`src/rtl/evq_pkg.sv`:
```
// Shared types for the event queue record writer.
package evq_pkg;

    // Write sequencer states: waiting for a record, issuing the request,
    // awaiting the memory response.
    typedef enum logic [1:0] {
        WR_IDLE = 2'd0,
        WR_REQ  = 2'd1,
        WR_WAIT = 2'd2
    } wr_state_e;

endpackage

```
`src/rtl/evq_ring_ptr.sv`:
```
// Producer pointer of a lap-marked ring.
// Holds an (IDX_W+1)-bit pointer: the top bit is the lap marker and the low
// bits are the slot index. Compares the pointer with the consumer pointer
// to flag full and empty.
// Assumes the consumer pointer uses the same encoding and never passes the
// producer.
module evq_ring_ptr #(
    parameter int IDX_W = 4
) (
    input  logic             clk,
    input  logic             rst_n,
    input  logic             advance,
    input  logic [IDX_W:0]   cons_ptr,
    output logic [IDX_W:0]   prod_ptr,
    output logic             full,
    output logic             empty
);

    localparam int PTR_W = IDX_W + 1;

    logic idx_same;
    logic lap_same;

    // Compare the index bits and the lap bits separately.
    always_comb begin
        idx_same = (prod_ptr[IDX_W-1:0] == cons_ptr[IDX_W-1:0]);
        lap_same = (prod_ptr[IDX_W] == cons_ptr[IDX_W]);
        full     = idx_same && !lap_same;
        empty    = idx_same && lap_same;
    end

    // Step the pointer. A binary carry out of the index bits toggles the lap bit.
    always_ff @(posedge clk) begin
        if (!rst_n) begin
            prod_ptr <= '0;
        end else if (advance) begin
            prod_ptr <= PTR_W'(prod_ptr + 1'b1);
        end
    end

    AST_PTR_HOLD: assert property (@(posedge clk) disable iff (!rst_n)
        !advance |=> $stable(prod_ptr));

    AST_PTR_STEP: assert property (@(posedge clk) disable iff (!rst_n)
        advance |=> prod_ptr == PTR_W'($past(prod_ptr) + 1'b1));

endmodule

```
`src/rtl/evq_drop_ctr.sv`:
```
// Saturating counter of records lost to a full ring.
// Assumes bump is high for one cycle per dropped record.
module evq_drop_ctr #(
    parameter int CNT_W = 8
) (
    input  logic             clk,
    input  logic             rst_n,
    input  logic             bump,
    output logic [CNT_W-1:0] count
);

    localparam logic [CNT_W-1:0] CNT_MAX = '1;

    // Count drops and stop at the maximum.
    always_ff @(posedge clk) begin
        if (!rst_n) begin
            count <= '0;
        end else if (bump && (count != CNT_MAX)) begin
            count <= count + 1'b1;
        end
    end

    AST_DROP_STEP: assert property (@(posedge clk) disable iff (!rst_n)
        (bump && count != CNT_MAX) |=> count == CNT_W'($past(count) + 1'b1));

    AST_DROP_HOLD: assert property (@(posedge clk) disable iff (!rst_n)
        !bump |=> $stable(count));

endmodule

```
`src/rtl/evq_wr_ctrl.sv`:
```
// Write sequencer for the event ring.
// Takes one record at a time. It discards the record when the queue is
// disabled or the ring is full. Otherwise it captures the record, the slot
// address and the empty state, then runs one request/response exchange.
// Assumes the memory returns exactly one response per accepted request.
// A response that arrives while no request is outstanding is ignored.
module evq_wr_ctrl
    import evq_pkg::*;
#(
    parameter int ADDR_W     = 32,
    parameter int REC_W      = 256,
    parameter int IDX_W      = 4,
    parameter int ENTRY_LOG2 = 5
) (
    input  logic              clk,
    input  logic              rst_n,
    input  logic              q_enable,
    input  logic [ADDR_W-1:0] q_base,
    input  logic              full,
    input  logic              empty,
    input  logic [IDX_W-1:0]  prod_idx,
    input  logic              rec_valid,
    output logic              rec_ready,
    input  logic [REC_W-1:0]  rec_data,
    output logic              mem_req_valid,
    input  logic              mem_req_ready,
    output logic [ADDR_W-1:0] mem_req_addr,
    output logic [REC_W-1:0]  mem_req_data,
    input  logic              mem_rsp_valid,
    input  logic              mem_rsp_err,
    output logic              advance,
    output logic              drop,
    output logic              evt_irq
);

    wr_state_e         state;
    logic              accept;
    logic              take;
    logic              was_empty;
    logic              rsp_here;
    logic [ADDR_W-1:0] slot_off;

    // Decode the handshake outcomes for this cycle.
    always_comb begin
        rec_ready     = (state == WR_IDLE);
        accept        = rec_valid && rec_ready;
        take          = accept && q_enable && !full;
        drop          = accept && q_enable && full;
        rsp_here      = (state == WR_WAIT) && mem_rsp_valid;
        advance       = rsp_here && !mem_rsp_err;
        mem_req_valid = (state == WR_REQ);
        slot_off      = ADDR_W'(prod_idx) << ENTRY_LOG2;
    end

    // Sequence one write, capture its operands and raise the interrupt pulse.
    always_ff @(posedge clk) begin
        if (!rst_n) begin
            state        <= WR_IDLE;
            was_empty    <= 1'b0;
            evt_irq      <= 1'b0;
            mem_req_addr <= '0;
            mem_req_data <= '0;
        end else begin
            evt_irq <= 1'b0;
            case (state)
                WR_IDLE: begin
                    if (take) begin
                        state        <= WR_REQ;
                        was_empty    <= empty;
                        mem_req_addr <= q_base + slot_off;
                        mem_req_data <= rec_data;
                    end
                end
                WR_REQ: begin
                    if (mem_req_ready) begin
                        state <= WR_WAIT;
                    end
                end
                WR_WAIT: begin
                    if (mem_rsp_valid) begin
                        state   <= WR_IDLE;
                        evt_irq <= !mem_rsp_err && was_empty;
                    end
                end
                default: state <= WR_IDLE;
            endcase
        end
    end

    AST_OFF_NO_REQ: assert property (@(posedge clk) disable iff (!rst_n)
        (accept && !q_enable) |=> !mem_req_valid && !evt_irq);

    AST_FULL_NO_REQ: assert property (@(posedge clk) disable iff (!rst_n)
        drop |=> !mem_req_valid);

    AST_BUSY_NOT_READY: assert property (@(posedge clk) disable iff (!rst_n)
        take |=> !rec_ready);

    AST_REQ_STABLE: assert property (@(posedge clk) disable iff (!rst_n)
        (mem_req_valid && !mem_req_ready) |=>
            mem_req_valid && $stable(mem_req_addr) && $stable(mem_req_data));

    AST_IRQ_ONE: assert property (@(posedge clk) disable iff (!rst_n)
        evt_irq |=> !evt_irq);

    AST_ERR_NO_IRQ: assert property (@(posedge clk) disable iff (!rst_n)
        (rsp_here && mem_rsp_err) |=> !evt_irq);

endmodule

```
`src/rtl/evq_writer.sv`:
```
// Event queue record writer, top level.
// Joins the ring pointer, the write sequencer and the drop counter.
// Assumes q_base is aligned to the slot size and holds steady while a write
// is outstanding.
module evq_writer #(
    parameter int ADDR_W     = 32,
    parameter int REC_W      = 256,
    parameter int IDX_W      = 4,
    parameter int ENTRY_LOG2 = 5,
    parameter int DROP_W     = 8
) (
    input  logic              clk,
    input  logic              rst_n,
    input  logic              q_enable,
    input  logic [ADDR_W-1:0] q_base,
    input  logic [IDX_W:0]    cons_ptr,
    input  logic              rec_valid,
    output logic              rec_ready,
    input  logic [REC_W-1:0]  rec_data,
    output logic              mem_req_valid,
    input  logic              mem_req_ready,
    output logic [ADDR_W-1:0] mem_req_addr,
    output logic [REC_W-1:0]  mem_req_data,
    input  logic              mem_rsp_valid,
    input  logic              mem_rsp_err,
    output logic [IDX_W:0]    prod_ptr,
    output logic              evt_irq,
    output logic [DROP_W-1:0] drop_count
);

    logic advance;
    logic drop;
    logic full;
    logic empty;

    evq_ring_ptr #(.IDX_W(IDX_W)) u_ptr (
        .clk      (clk),
        .rst_n    (rst_n),
        .advance  (advance),
        .cons_ptr (cons_ptr),
        .prod_ptr (prod_ptr),
        .full     (full),
        .empty    (empty)
    );

    evq_wr_ctrl #(
        .ADDR_W     (ADDR_W),
        .REC_W      (REC_W),
        .IDX_W      (IDX_W),
        .ENTRY_LOG2 (ENTRY_LOG2)
    ) u_ctrl (
        .clk           (clk),
        .rst_n         (rst_n),
        .q_enable      (q_enable),
        .q_base        (q_base),
        .full          (full),
        .empty         (empty),
        .prod_idx      (prod_ptr[IDX_W-1:0]),
        .rec_valid     (rec_valid),
        .rec_ready     (rec_ready),
        .rec_data      (rec_data),
        .mem_req_valid (mem_req_valid),
        .mem_req_ready (mem_req_ready),
        .mem_req_addr  (mem_req_addr),
        .mem_req_data  (mem_req_data),
        .mem_rsp_valid (mem_rsp_valid),
        .mem_rsp_err   (mem_rsp_err),
        .advance       (advance),
        .drop          (drop),
        .evt_irq       (evt_irq)
    );

    evq_drop_ctr #(.CNT_W(DROP_W)) u_drop (
        .clk   (clk),
        .rst_n (rst_n),
        .bump  (drop),
        .count (drop_count)
    );

    AST_ERR_KEEPS_PTR: assert property (@(posedge clk) disable iff (!rst_n)
        (mem_rsp_valid && mem_rsp_err) |=> $stable(prod_ptr));

    AST_IDLE_RSP_NOOP: assert property (@(posedge clk) disable iff (!rst_n)
        (mem_rsp_valid && rec_ready) |=> $stable(prod_ptr) && !evt_irq);

endmodule

```
`config.mk`:
```
export PLATFORM = sky130hd
export DESIGN_NAME = evq_writer
export DESIGN_NICKNAME = d
export VERILOG_FILES = /design/src/rtl/evq_pkg.sv /design/src/rtl/evq_ring_ptr.sv /design/src/rtl/evq_drop_ctr.sv /design/src/rtl/evq_wr_ctrl.sv /design/src/rtl/evq_writer.sv
export SDC_FILE = /design/constraint.sdc
export NUM_CORES = 1
export LEC_CHECK = 0
export CAP_MARGIN = 20
export CORE_AREA = 5 5 231 233
export DETAILED_ROUTE_END_ITERATION = 8
export DIE_AREA = 0 0 236 238
export PLACE_DENSITY = 0.61
export SLEW_MARGIN = 30
export SYNTH_ARGS = -nofsm -noshare
export SYNTH_HDL_FRONTEND = slang
export SYNTH_SLANG_ARGS = --single-unit
```
`constraint.sdc`:
```
create_clock -name clk -period 2.56 [get_ports clk]
set_input_delay 0.256 -clock clk [delete_from_list [all_inputs] [get_ports clk]]
set_output_delay 0.256 -clock clk [all_outputs]
set_load 0.02 [all_outputs]
```
==> summary.md <==
| Metric | Value |
|---|---|
| Setup violators final | 0 |
| Worst R2R End | u_drop.count[7] |
| Synth cell types | between 40 and 50 |
| Clock Tree Buf Depth | 3 |
| P&R area growth vs syn | 73.15% |
| Vias in the first global route | ~11000 |
| Final instance area | 0.01942 mm² |
| Slew Viols, Final | 0 |
| Worst-margin pin slew | around 0.6 ns |
| Nets | around 2300 |
| Yosys Warn Count | 0 |
| Clock Latency Late Sink | 0.52 ns |
| Drt drc | 0 |
| Global-route wire length before repair | 64.87 mm |
| Post-synthesis register bit count | 305 |
| Slew headroom | approximately 60% |
| Die footprint | ~0.056 mm² |
| DR pass1 iterations | 5 |
| Critical path class | reg2reg |
| Core region area | 0.05099 mm² |
| Gr usage total | 14.16% |
| Post-CTS setup buffer count | 0 |
| Post_cts resized | 0 |
| Chip width | about 240 µm |
| Via count of the routed design | between 10000 and 15000 |
| Setup_tns | 0 ns |
| CP max FO | 12 |
| Peak VDD IR | around 330 µV |
| Reg2reg path depth | 5 |
| Vias/cell | 4.318 |
| Antenna Cells | 0 |
| Worst setup path startpoint | u_ptr.prod_ptr[1] |
| Worst min path class | in2reg |
| Yosys top cell area share | 54.45% |
| Largest area contributor in the netlist | dfxtp_1 |
| Post-Syn Nets | 1712 |
| Critical path data arrival time | roughly 2.8 ns |
| Run status | finished, final reports clean |
| Fin crit period | approximately 2.3 ns |
| TritonCTS clock tree | built |
| IO buf count | about 600 |
| Avg WL per Cell | ~16 µm |
| Num CTS Buffers | 35 |
| Maxcap violations | 0 |
| H-tree depth | 2 |
| Syn Inst Count | 1405 |
| FP Rows | between 80 and 90 |
| GRT met3 Usage | 4.970% |
| Power per cell area | around 620 mW/mm² |
| CP endpoint | u_drop.count[7] |
| Initial DRC Count | 456 |
| Reg-to-reg setup timing slack | 0.24 ns |
| Antenna violations before repair | 0 |
| Period utilization | 90.58% |
| Sequential-to-total area share from yosys stat | between 50 and 60% |
| Final hold violations | 0 |
| Initial core utilization | between 20 and 25% |
| Mapped Area | roughly 0.011 mm² |
| Worst EP required | 3.02 ns |
| Area after DPL | between 0.015 and 0.02 mm² |
| Routed wire length | 42.70 mm |
| Main synth FF type | dfxtp_1 |
| Reg clk slew, reported paths | approximately 0.060 ns |
| Clock Sink Count | 305 |
| Critical R2R Launch | u_ptr.prod_ptr[1] |
| Global routing usage on met2 | between 20% and 30% |
| Placer Congestion | approximately 0.87 |
| Root buffer cell | clkbuf_16 |
| Die Y | 238 µm |
| Largest cells by area after synthesis | dfxtp_1 54%, nand2_1 18%, a21oi_1 13% |
| Worst Setup Start Kind | flip-flop |
| RSZ-0062 raised after global routing | no |
| Largest net degree at the start of global routing | 67 |
| Overflow after GRT | 0 |
| Async SR Flop Fraction | 0% |
| Post-route antenna net violation count | 0 |
| Clock tree skew after final layout | 0.01569 ns |
| Layer with the highest usage | met2 |
| Mean post-synth cell area | 7.981 µm² |
| LEAKAGE | approximately 0.0069 µW |
| Share of layout cells above drive strength 1 | 5.699% |
| EDFF count, synth | 0 |
| IO Pins | around 600 |
| M1 GR Usage | 16.03% |
| Max Freq | roughly 430 MHz |
| CP Capture Type | flip-flop |
| Final HPWL DP | between 30 and 40 mm |
| Hold buffers post-CTS | 0 |
Yosys cell counts, drive strengths merged (3+ instances only):
cell type	number
nand2	540
dfxtp	305
a21oi	291
buf	54
clkbuf	50
xor2	27
nor2	23
o21ai	21
nand4	15
nand3	12
and3	6
ha	6
inv	6
xnor2	6
a211oi	5
nand4b	4
o31ai	4
nand2b	3
nor3	3
or4	3
cells by family after synthesis:
| kind of cell | count (synthesis) | synth area share, % |
|---|---|---|
| adders and majority gates | 7 | 0.8480 |
| and+or+nand+nor | 617 | 22.13 |
| DFF | 305 | 54.45 |
| AOI/OAI and AO/OA | 330 | 15.22 |
| xor gates and xnor gates | 33 | 2.578 |
| muxes | 2 | 0.1785 |
| buffers and inverters | 111 | 4.597 |
cell usage in the layout, fill, tap and decap left out, drive strengths merged, types with 12 or more instances in the layout:
master         Yosys  routed
buf               54      55
a21oi            291     291
dfxtp            305     305
xor2              27      27
o21ai             21      21
clkdlybuf4s50      0     603
nand4             15      15
nand3             12      12
nand2            540     540
nor2              23      23
clkbuf            50      54
critical path, cell delays in order (launching register included):
cell and delay (ns):
dfxtp_1 0.46, xor2_1 0.15, nor4_4 0.60, nand3_2 0.34
or4_1 0.53, a21oi_1 0.16
how the worst min path moves through the flow:
stage	slack, ns	cells after the start	to	start
2_1_floorplan	0.39	2	u_ctrl.mem_req_data[0]	rec_data[0]
3_3_place_gp	0.44	2	u_ctrl.mem_req_addr[9]	u_ctrl.mem_req_addr[9]
3_5_place_dp	0.44	2	u_ctrl.mem_req_addr[9]	u_ctrl.mem_req_addr[9]
4_1_cts	0.23	3	u_ctrl.mem_req_data[45]	rec_data[45]
5_1_grt	0.25	3	u_ctrl.mem_req_data[78]	rec_data[78]
6_report	0.28	3	u_ctrl.mem_req_data[127]	rec_data[127]
metrics by stage:
| stage | std cells | setup slack [ns] | total power, µW | utilization, % | hold slack, ns |
|---|---|---|---|---|---|
| 5_1_grt | 2698 | 0.05960 | 12560 | 38.08 | 0.2466 |
| 6_report | 2698 | 0.2412 | 12000 | 38.08 | 0.2775 |
| 3_3_place_gp | 2639 | -0.04395 | 7191 | 35.87 | 0.4389 |
| 4_1_cts | 2698 | 0.1738 | 12210 | 38.07 | 0.2314 |
| 2_1_floorplan | 1405 | 0.1854 | 6005 | - | 0.3920 |
| 3_5_place_dp | 2639 | -0.06538 | 7218 | 35.87 | 0.4446 |
sequential cells by signal, summed over array words and instances, names as in the netlist:
| name | count |
|---|---|
| u_ctrl.was_empty | 1 |
| u_drop.count | 8 |
| u_ctrl.evt_irq | 1 |
| u_ctrl.mem_req_data | 256 |
| u_ctrl.state | 2 |
| u_ptr.prod_ptr | 5 |
| u_ctrl.mem_req_addr | 32 |
report_power, final:
part	internal, µW	switching (µW)	leakage [µW]	total (µW)
Sequential	4980	120	0.00249	5110
Combinational	1040	954	0.00388	2000
Clock	2960	1940	0.000554	4900
Total	8990	3020	0.00692	12000
routing by layer:
| metal | vias to the layer above | part of all wire [%] |
|---|---|---|
| met5 | - | 0 |
| li1 | 5767 | - |
| met3 | 91 | 8.1 |
| met2 | 416 | 49 |
| met4 | 0 | 3.5 |
| met1 | 5377 | 39 |
area by class of cell:
| cell class | instances | area [µm²] |
|---|---|---|
| Sequential cell | 305 | 6106 |
| Timing Repair Buffer | 658 | 6686 |
| Multi-Input combinational cell | 989 | 4619 |
| Clock inverter | 5 | 50.05 |
| Tap cell | 680 | 850.8 |
| Fill cell | 5174 | 31570 |
| Inverter | 7 | 33.78 |
| Clock buffer | 54 | 1070 |
No activity file was read; power rests on OpenSTA's default activity.
